===== src/rtl/alu_pkg.sv =====
// Package: shared function-code fields and named codes for the sliced ALU.
// Assumes a 4-bit code laid out as {invert A, invert B, select[1:0]}.
package alu_pkg;
    typedef enum logic [1:0] {
        SEL_AND  = 2'b00,
        SEL_OR   = 2'b01,
        SEL_SUM  = 2'b10,
        SEL_LESS = 2'b11
    } alu_sel_e;

    typedef struct packed {
        logic     inv_a;
        logic     inv_b;
        alu_sel_e sel;
    } alu_fn_t;

    localparam logic [3:0] FN_AND = 4'b0000;
    localparam logic [3:0] FN_OR  = 4'b0001;
    localparam logic [3:0] FN_ADD = 4'b0010;
    localparam logic [3:0] FN_SUB = 4'b0110;
    localparam logic [3:0] FN_SLT = 4'b0111;
    localparam logic [3:0] FN_NOR = 4'b1100;
endpackage


===== src/rtl/alu_cell.sv =====
// One-bit ALU cell: optional operand inversion, full adder, AND, OR and an
// output selector. Assumes the less-than input is driven only into bit 0.
module alu_cell
    import alu_pkg::*;
(
    input  logic     a_i,
    input  logic     b_i,
    input  logic     inv_a_i,
    input  logic     inv_b_i,
    input  logic     cin_i,
    input  logic     less_i,
    input  alu_sel_e sel_i,
    output logic     res_o,
    output logic     cout_o,
    output logic     sum_o
);
    logic a_eff;
    logic b_eff;

    // Condition the operands and form the full-adder outputs.
    always_comb begin
        a_eff  = a_i ^ inv_a_i;
        b_eff  = b_i ^ inv_b_i;
        sum_o  = a_eff ^ b_eff ^ cin_i;
        cout_o = (a_eff & b_eff) | (cin_i & (a_eff ^ b_eff));
    end

    // Pick the cell output from the logic, adder or less-than path.
    always_comb begin
        unique case (sel_i)
            SEL_AND: res_o = a_eff & b_eff;
            SEL_OR:  res_o = a_eff | b_eff;
            SEL_SUM: res_o = sum_o;
            default: res_o = less_i;
        endcase
    end
endmodule


===== src/rtl/alu_top_flags.sv =====
// Top-cell flag logic: signed overflow from the carries around the top
// cell, and the true signed less-than decision (sign corrected by overflow).
module alu_top_flags (
    input  logic top_sum_i,
    input  logic top_cin_i,
    input  logic top_cout_i,
    output logic ovf_o,
    output logic set_o
);
    // Derive overflow and the corrected sign of the difference.
    always_comb begin
        ovf_o = top_cin_i ^ top_cout_i;
        set_o = top_sum_i ^ ovf_o;
    end
endmodule


===== src/rtl/alu_zero_detect.sv =====
// Zero detector: high when every bit of the presented word is 0.
module alu_zero_detect #(
    parameter int WIDTH = 8
) (
    input  logic [WIDTH-1:0] word_i,
    output logic             zero_o
);
    // Reduce the whole word with a NOR.
    always_comb zero_o = ~|word_i;
endmodule


===== src/rtl/alu_bitslice.sv =====
// Ripple-carry ALU built from WIDTH identical one-bit cells. Purely
// combinational. Assumes WIDTH >= 2. The carry into bit 0 equals the
// invert-B field, so subtract and set-less-than add ~b + 1.
module alu_bitslice
    import alu_pkg::*;
#(
    parameter int WIDTH = 8
) (
    input  logic [WIDTH-1:0] a_i,
    input  logic [WIDTH-1:0] b_i,
    input  logic [3:0]       fn_i,
    output logic [WIDTH-1:0] res_o,
    output logic             zero_o,
    output logic             cout_o,
    output logic             ovf_o
);
    localparam int MSB = WIDTH - 1;

    alu_fn_t          fn;
    logic [WIDTH:0]   carry;
    logic [WIDTH-1:0] sum;
    logic [WIDTH-1:0] less;
    logic             set_w;

    // Split the function code into its fields and seed the carry chain.
    always_comb begin
        fn       = alu_fn_t'(fn_i);
        carry[0] = fn.inv_b;
        less     = {{(WIDTH-1){1'b0}}, set_w};
    end

    for (genvar i = 0; i < WIDTH; i++) begin : g_cell
        alu_cell u_cell (
            .a_i     (a_i[i]),
            .b_i     (b_i[i]),
            .inv_a_i (fn.inv_a),
            .inv_b_i (fn.inv_b),
            .cin_i   (carry[i]),
            .less_i  (less[i]),
            .sel_i   (fn.sel),
            .res_o   (res_o[i]),
            .cout_o  (carry[i+1]),
            .sum_o   (sum[i])
        );
    end

    alu_top_flags u_flags (
        .top_sum_i  (sum[MSB]),
        .top_cin_i  (carry[MSB]),
        .top_cout_i (carry[WIDTH]),
        .ovf_o      (ovf_o),
        .set_o      (set_w)
    );

    alu_zero_detect #(.WIDTH(WIDTH)) u_zero (
        .word_i (res_o),
        .zero_o (zero_o)
    );

    // Expose the carry out of the top cell.
    always_comb cout_o = carry[WIDTH];
endmodule


===== config.mk =====
export PLATFORM = sky130hd
export DESIGN_NAME = alu_bitslice
export DESIGN_NICKNAME = d
export VERILOG_FILES = /design/src/rtl/alu_pkg.sv /design/src/rtl/alu_cell.sv /design/src/rtl/alu_top_flags.sv /design/src/rtl/alu_zero_detect.sv /design/src/rtl/alu_bitslice.sv
export SDC_FILE = /design/constraint.sdc
export NUM_CORES = 1
export LEC_CHECK = 0
export BUFFER_PORTS_ARGS = -buffer_cell sky130_fd_sc_hd__buf_2
export CAP_MARGIN = 20
export CORE_AREA = 2 2 48 50
export DETAILED_ROUTE_END_ITERATION = 10
export DIE_AREA = 0 0 50 52
export GPL_TIMING_DRIVEN = 1
export PLACE_DENSITY_LB_ADDON = 0.12
export SYNTH_ARGS = -nofsm -noshare
export SYNTH_HDL_FRONTEND = slang
export SYNTH_SLANG_ARGS = --single-unit
export TNS_END_PERCENT = 20

===== constraint.sdc =====
create_clock -name vclk -period 7.39
set_clock_uncertainty 0.1 [all_clocks]
set_input_delay 0.3695 -clock vclk [all_inputs]
set_output_delay 0.3695 -clock vclk [all_outputs]
set_load 0.01 [all_outputs]

# After elaboration in Yosys (flattened, before gate mapping)
# Cells that the tools add are included.
# word_totals
regBits	0
out_inout_bits	11
# classes
eq_ne	2
n_reduce_logical	3
mux	8
bitwise_logic	66
# op_table
operator	count
1-bit XOR	34
1-bit case mux with 3 select lines	8
1-bit bitwise AND	16
1-bit bitwise OR	16
8-bit OR reduction	1
2-bit by 1-bit equality test with 1-bit output (second input constant)	1
2-bit equality test (second input constant)	1
2-bit logical NOT	1
1-bit logical NOT	1

# Depth between registers and ports, before layout
# depth
ltp_word	23
depth_mapped	17
depth_no_buf	16

# Hierarchy
# A second synthesis with hierarchy kept.
# hier_totals
cells_unflattened	102
hier_area_um2	915.9
# modules_own_cells
module	n_inst	seq_area_each_um2	cells_per_inst	area_per_inst_um2
alu_cell	8	0.0	12	107.6
alu_top_flags	1	0.0	2	32.5
alu_zero_detect	1	0.0	3	18.8
alu_bitslice	1	0.0	1	3.8

# Worst setup path after synthesis
# Ideal clock, no wire load.
# synth_path
path_type	input to output
startpoint	input port fn_i[3]
endpoint	output port res_o[7]
cell_stages	17
required_ps	6920
arrival_time_ps	4248
path_slack_ps	2672
path_cell_list	clkbuf_1 > xnor2_1 > inv_1 > fa_1 > fa_1 > fa_1 > inv_1 > fa_1 > inv_1 > fa_1 > fa_1 > inv_1 > fa_1 > nand2_1 > o21ai_0 > o22ai_1 > buf_4
# synth_via
elab_chain_cells	18
elab_cells_between_ends	41
# synth_lines
element	line	text
start: declaration	alu_bitslice.sv:11	input logic [3:0] fn_i,
1-bit XOR	alu_cell.sv:22	a_eff = a_i ^ inv_a_i;
1-bit XOR	alu_cell.sv:25	cout_o = (a_eff & b_eff) | (cin_i & (a_eff ^ b_eff));
1-bit bitwise AND	alu_cell.sv:25	
1-bit bitwise OR	alu_cell.sv:25	
1-bit bitwise AND	alu_cell.sv:25	
1-bit bitwise OR	alu_cell.sv:25	
1-bit bitwise AND	alu_cell.sv:25	
1-bit bitwise OR	alu_cell.sv:25	
(+2 left out)	--	
1-bit bitwise AND	alu_cell.sv:25	
1-bit bitwise OR	alu_cell.sv:25	
1-bit bitwise AND	alu_cell.sv:25	
1-bit bitwise OR	alu_cell.sv:25	
1-bit bitwise AND	alu_cell.sv:25	
1-bit bitwise OR	alu_cell.sv:25	
1-bit XOR	alu_cell.sv:24	sum_o = a_eff ^ b_eff ^ cin_i;
1-bit case mux with 3 select lines *	alu_cell.sv:30	unique case (sel_i)
end: declaration	alu_bitslice.sv:12	output logic [WIDTH-1:0] res_o,
# Every way passes the cells marked *; elsewhere a longest branch is shown, timed or not.

# Final worst setup path
# layout_path
startpoint	input port fn_i[3]
endpoint	output port zero_o
# layout_via
elab_chain_cells	23
elab_cells_between_ends	68
# layout_lines
element	line	text
1-bit XOR	alu_cell.sv:22	
1-bit XOR	alu_cell.sv:24, alu_cell.sv:25	
1-bit bitwise AND	alu_cell.sv:25	
1-bit bitwise OR	alu_cell.sv:25	
1-bit bitwise AND	alu_cell.sv:25	
1-bit bitwise OR	alu_cell.sv:25	
1-bit bitwise AND	alu_cell.sv:25	
1-bit bitwise OR	alu_cell.sv:25	
(+7 left out)	--	
1-bit bitwise OR	alu_cell.sv:25	
1-bit bitwise AND	alu_cell.sv:25	
1-bit bitwise OR	alu_cell.sv:25	
1-bit XOR	alu_top_flags.sv:12	ovf_o = top_cin_i ^ top_cout_i;
1-bit XOR	alu_top_flags.sv:13	set_o = top_sum_i ^ ovf_o;
1-bit case mux with 3 select lines	alu_cell.sv:30	
8-bit OR reduction *	alu_zero_detect.sv:9	always_comb zero_o = ~|word_i;
1-bit logical NOT *	alu_zero_detect.sv:9	
end: declaration	alu_bitslice.sv:13	output logic zero_o,
# Marked as above.

==> metrics.txt <==
Synth area leaders=ha_1, fa_1, xor2_1; final setup violation count=0; kind of cell adding the most delay to the critical path=adder cells; leakage=between 0.5 and 0.6 nW; final net count=roughly 160; Buf/Inv on CP=4; worst setup margin=2.52 ns; initial antenna violation count=0; critical path arrival=4.40 ns; DR DRC count=0; CP Capture Type=primary output; DP Cell Count=around 150; CP Launch Type=primary input; drt first pass iters=2; cell at the slowest stage of the critical path=or4_4; Fmax achieved=205 MHz; Die Span Y=52 µm; hold path start=fn_i[0]; Post-Synthesis Cells=98; sequential share of the synthesized area=0%; HP Class=in -> out; Setup TNS=0 ns; routed vias/inst=roughly 4.4; post-synth net total=approximately 140; number of inserted diodes=0; Hold Violations, Final=0; Largest stage delay, worst path=roughly 0.57 ns; Total GRT Usage=roughly an eighth; Avg Inst Size Synth=between 9 and 10 µm²; area leader, netlist=ha_1; # Max-Cap Violations=0; RD Place Congestion=0.745; layout cells sized above 1=29.9%; Pins Over Slew Limit=0; area grow syn2layout=11.1%; Remaining Overflow, GRT=0; CORE AREA=about 2100 µm²; Mapped Area=slightly below 900 µm²; Peak supply drop=between 0.00003 and 0.00004 V; largest net degree at the start of global routing=11; YS warnings=0; status=finished, final reports clean; vias in the first global route=between 600 and 700; Worst-Margin Slew=around 0.38 ns; Non-Filler Instances=around 150; CP Class=in -> out; Post-CTS Setup Bufs=0; most common cell in the netlist=inv_1; RSZ-0062 raised after global routing=false; hold path cells=3; pre-CTS WS=between 2 and 2.5 ns; Period minus WS final=approximately 4.9 ns; FF+latch area=0 µm²; Max-slew headroom=between 70% and 80%; Seq cells=0; Initial Utilization=a little over two fifths; Via Count=~640; DR WL/cell=10.6 µm; clock buffers=0; worst hold slack=1.11 ns; Unique masters post-synth=19; most used cell, CP=fa_1; # rows=17; WP data required=approximately 7 ns; hold_buf cts=0; die area=2600 µm²; initial drt markers=5; Min-Delay Endpoint=res_o[2]; number of routed nets with antenna violations=0; detailed placement HPWL=1.34 mm; WL final=around 1.5 mm; CP max FO=8; number of fill cells=around 240; number of port buffers=31; IO Pins=31; Power Dens Cells=slightly below 100 nW/µm²; Resized cells post-CTS=0; Final period util=roughly two thirds; Synth top area share=22.5%; critical-path cell list=buf_2, xnor2_1, a21oi_1, fa_1, fa_1, fa_1, inv_1, fa_1, inv_1, fa_1, fa_1, mux2i_1, o22ai_1, or4_4, nor4b_4, buf_2; top cells by count, synth=inv_1, ha_1, xor2_1; die span in x=roughly 50 µm; first-pass GRT wire length=approximately 2.6 mm
final cells by class:
type | instances | area, µm² | area share [%]
Timing Repair Buffer | 31 | 155 | 15.7
Inverter | 22 | 82.6 | 8.37
Tap cell | 28 | 35.0 | 3.55
Multi-Input combinational cell | 64 | 714 | 72.4
through the flow:
step / total power, W / instance area (µm²) / util [%]
floorplan: 0.0000806 / 888 / -
global placement: 0.0000958 / 987 / 46.9
detailed placement: 0.0000979 / 987 / 46.9
CTS: 0.0000976 / 987 / 46.9
global route: 0.000110 / 987 / 46.9
finish: 0.0000953 / 987 / 46.9
power by group:
group / internal, W / switching, W
clock network: 0 / 0
registers: 0 / 0
logic: 0.0000427 / 0.0000526
placed cells by master (no fill, tap or decap):
cell      instances
mux2i_1           6
buf_2            31
a21oi_1           1
ha_1             16
nand2_1           1
o21ai_0           1
mux4_2            1
xnor2_1           5
inv_1            22
nor4b_4           1
or4_4             1
xor2_1           13
fa_1              8
nor2_1            2
nand2b_4          1
o22ai_1           7
metal layers:
layer	global-route usage [%]	share of wire (%)	up-vias	wire, µm
li1	-	-	329	-
met1	14.6	43	292	656
met2	25.2	52	15	798
met3	1.72	5.5	0	85
met4	0	0	0	0
met5	0	0	-	0
logic make-up after synthesis:
family,count (synthesis),share of synthesized area (%)
AOI/OAI and AO/OA,9,6.06
adders and majority gates,24,40.6
xor gates and xnor gates,18,17.7
muxes,7,9.30
buffers and inverters,34,19.6
and+or+nand+nor,6,6.76
worst max-delay path by stage:
stage | to | cells past startpoint | slack, ns | startpoint
2_1_floorplan | res_o[7] | 17 | 2.67 | fn_i[3]
3_3_place_gp | zero_o | 16 | 2.52 | fn_i[3]
3_5_place_dp | zero_o | 16 | 2.47 | fn_i[3]
4_1_cts | zero_o | 16 | 2.48 | fn_i[3]
5_1_grt | zero_o | 16 | 2.28 | fn_i[3]
6_report | zero_o | 16 | 2.52 | fn_i[3]
tightest hold or removal path, delay by kind of cell:
kind	cells	cell delay, ns
AOI/OAI and AO/OA	1	0.12
buffers and inverters	2	0.35
Power figures use the tool's default switching activity.
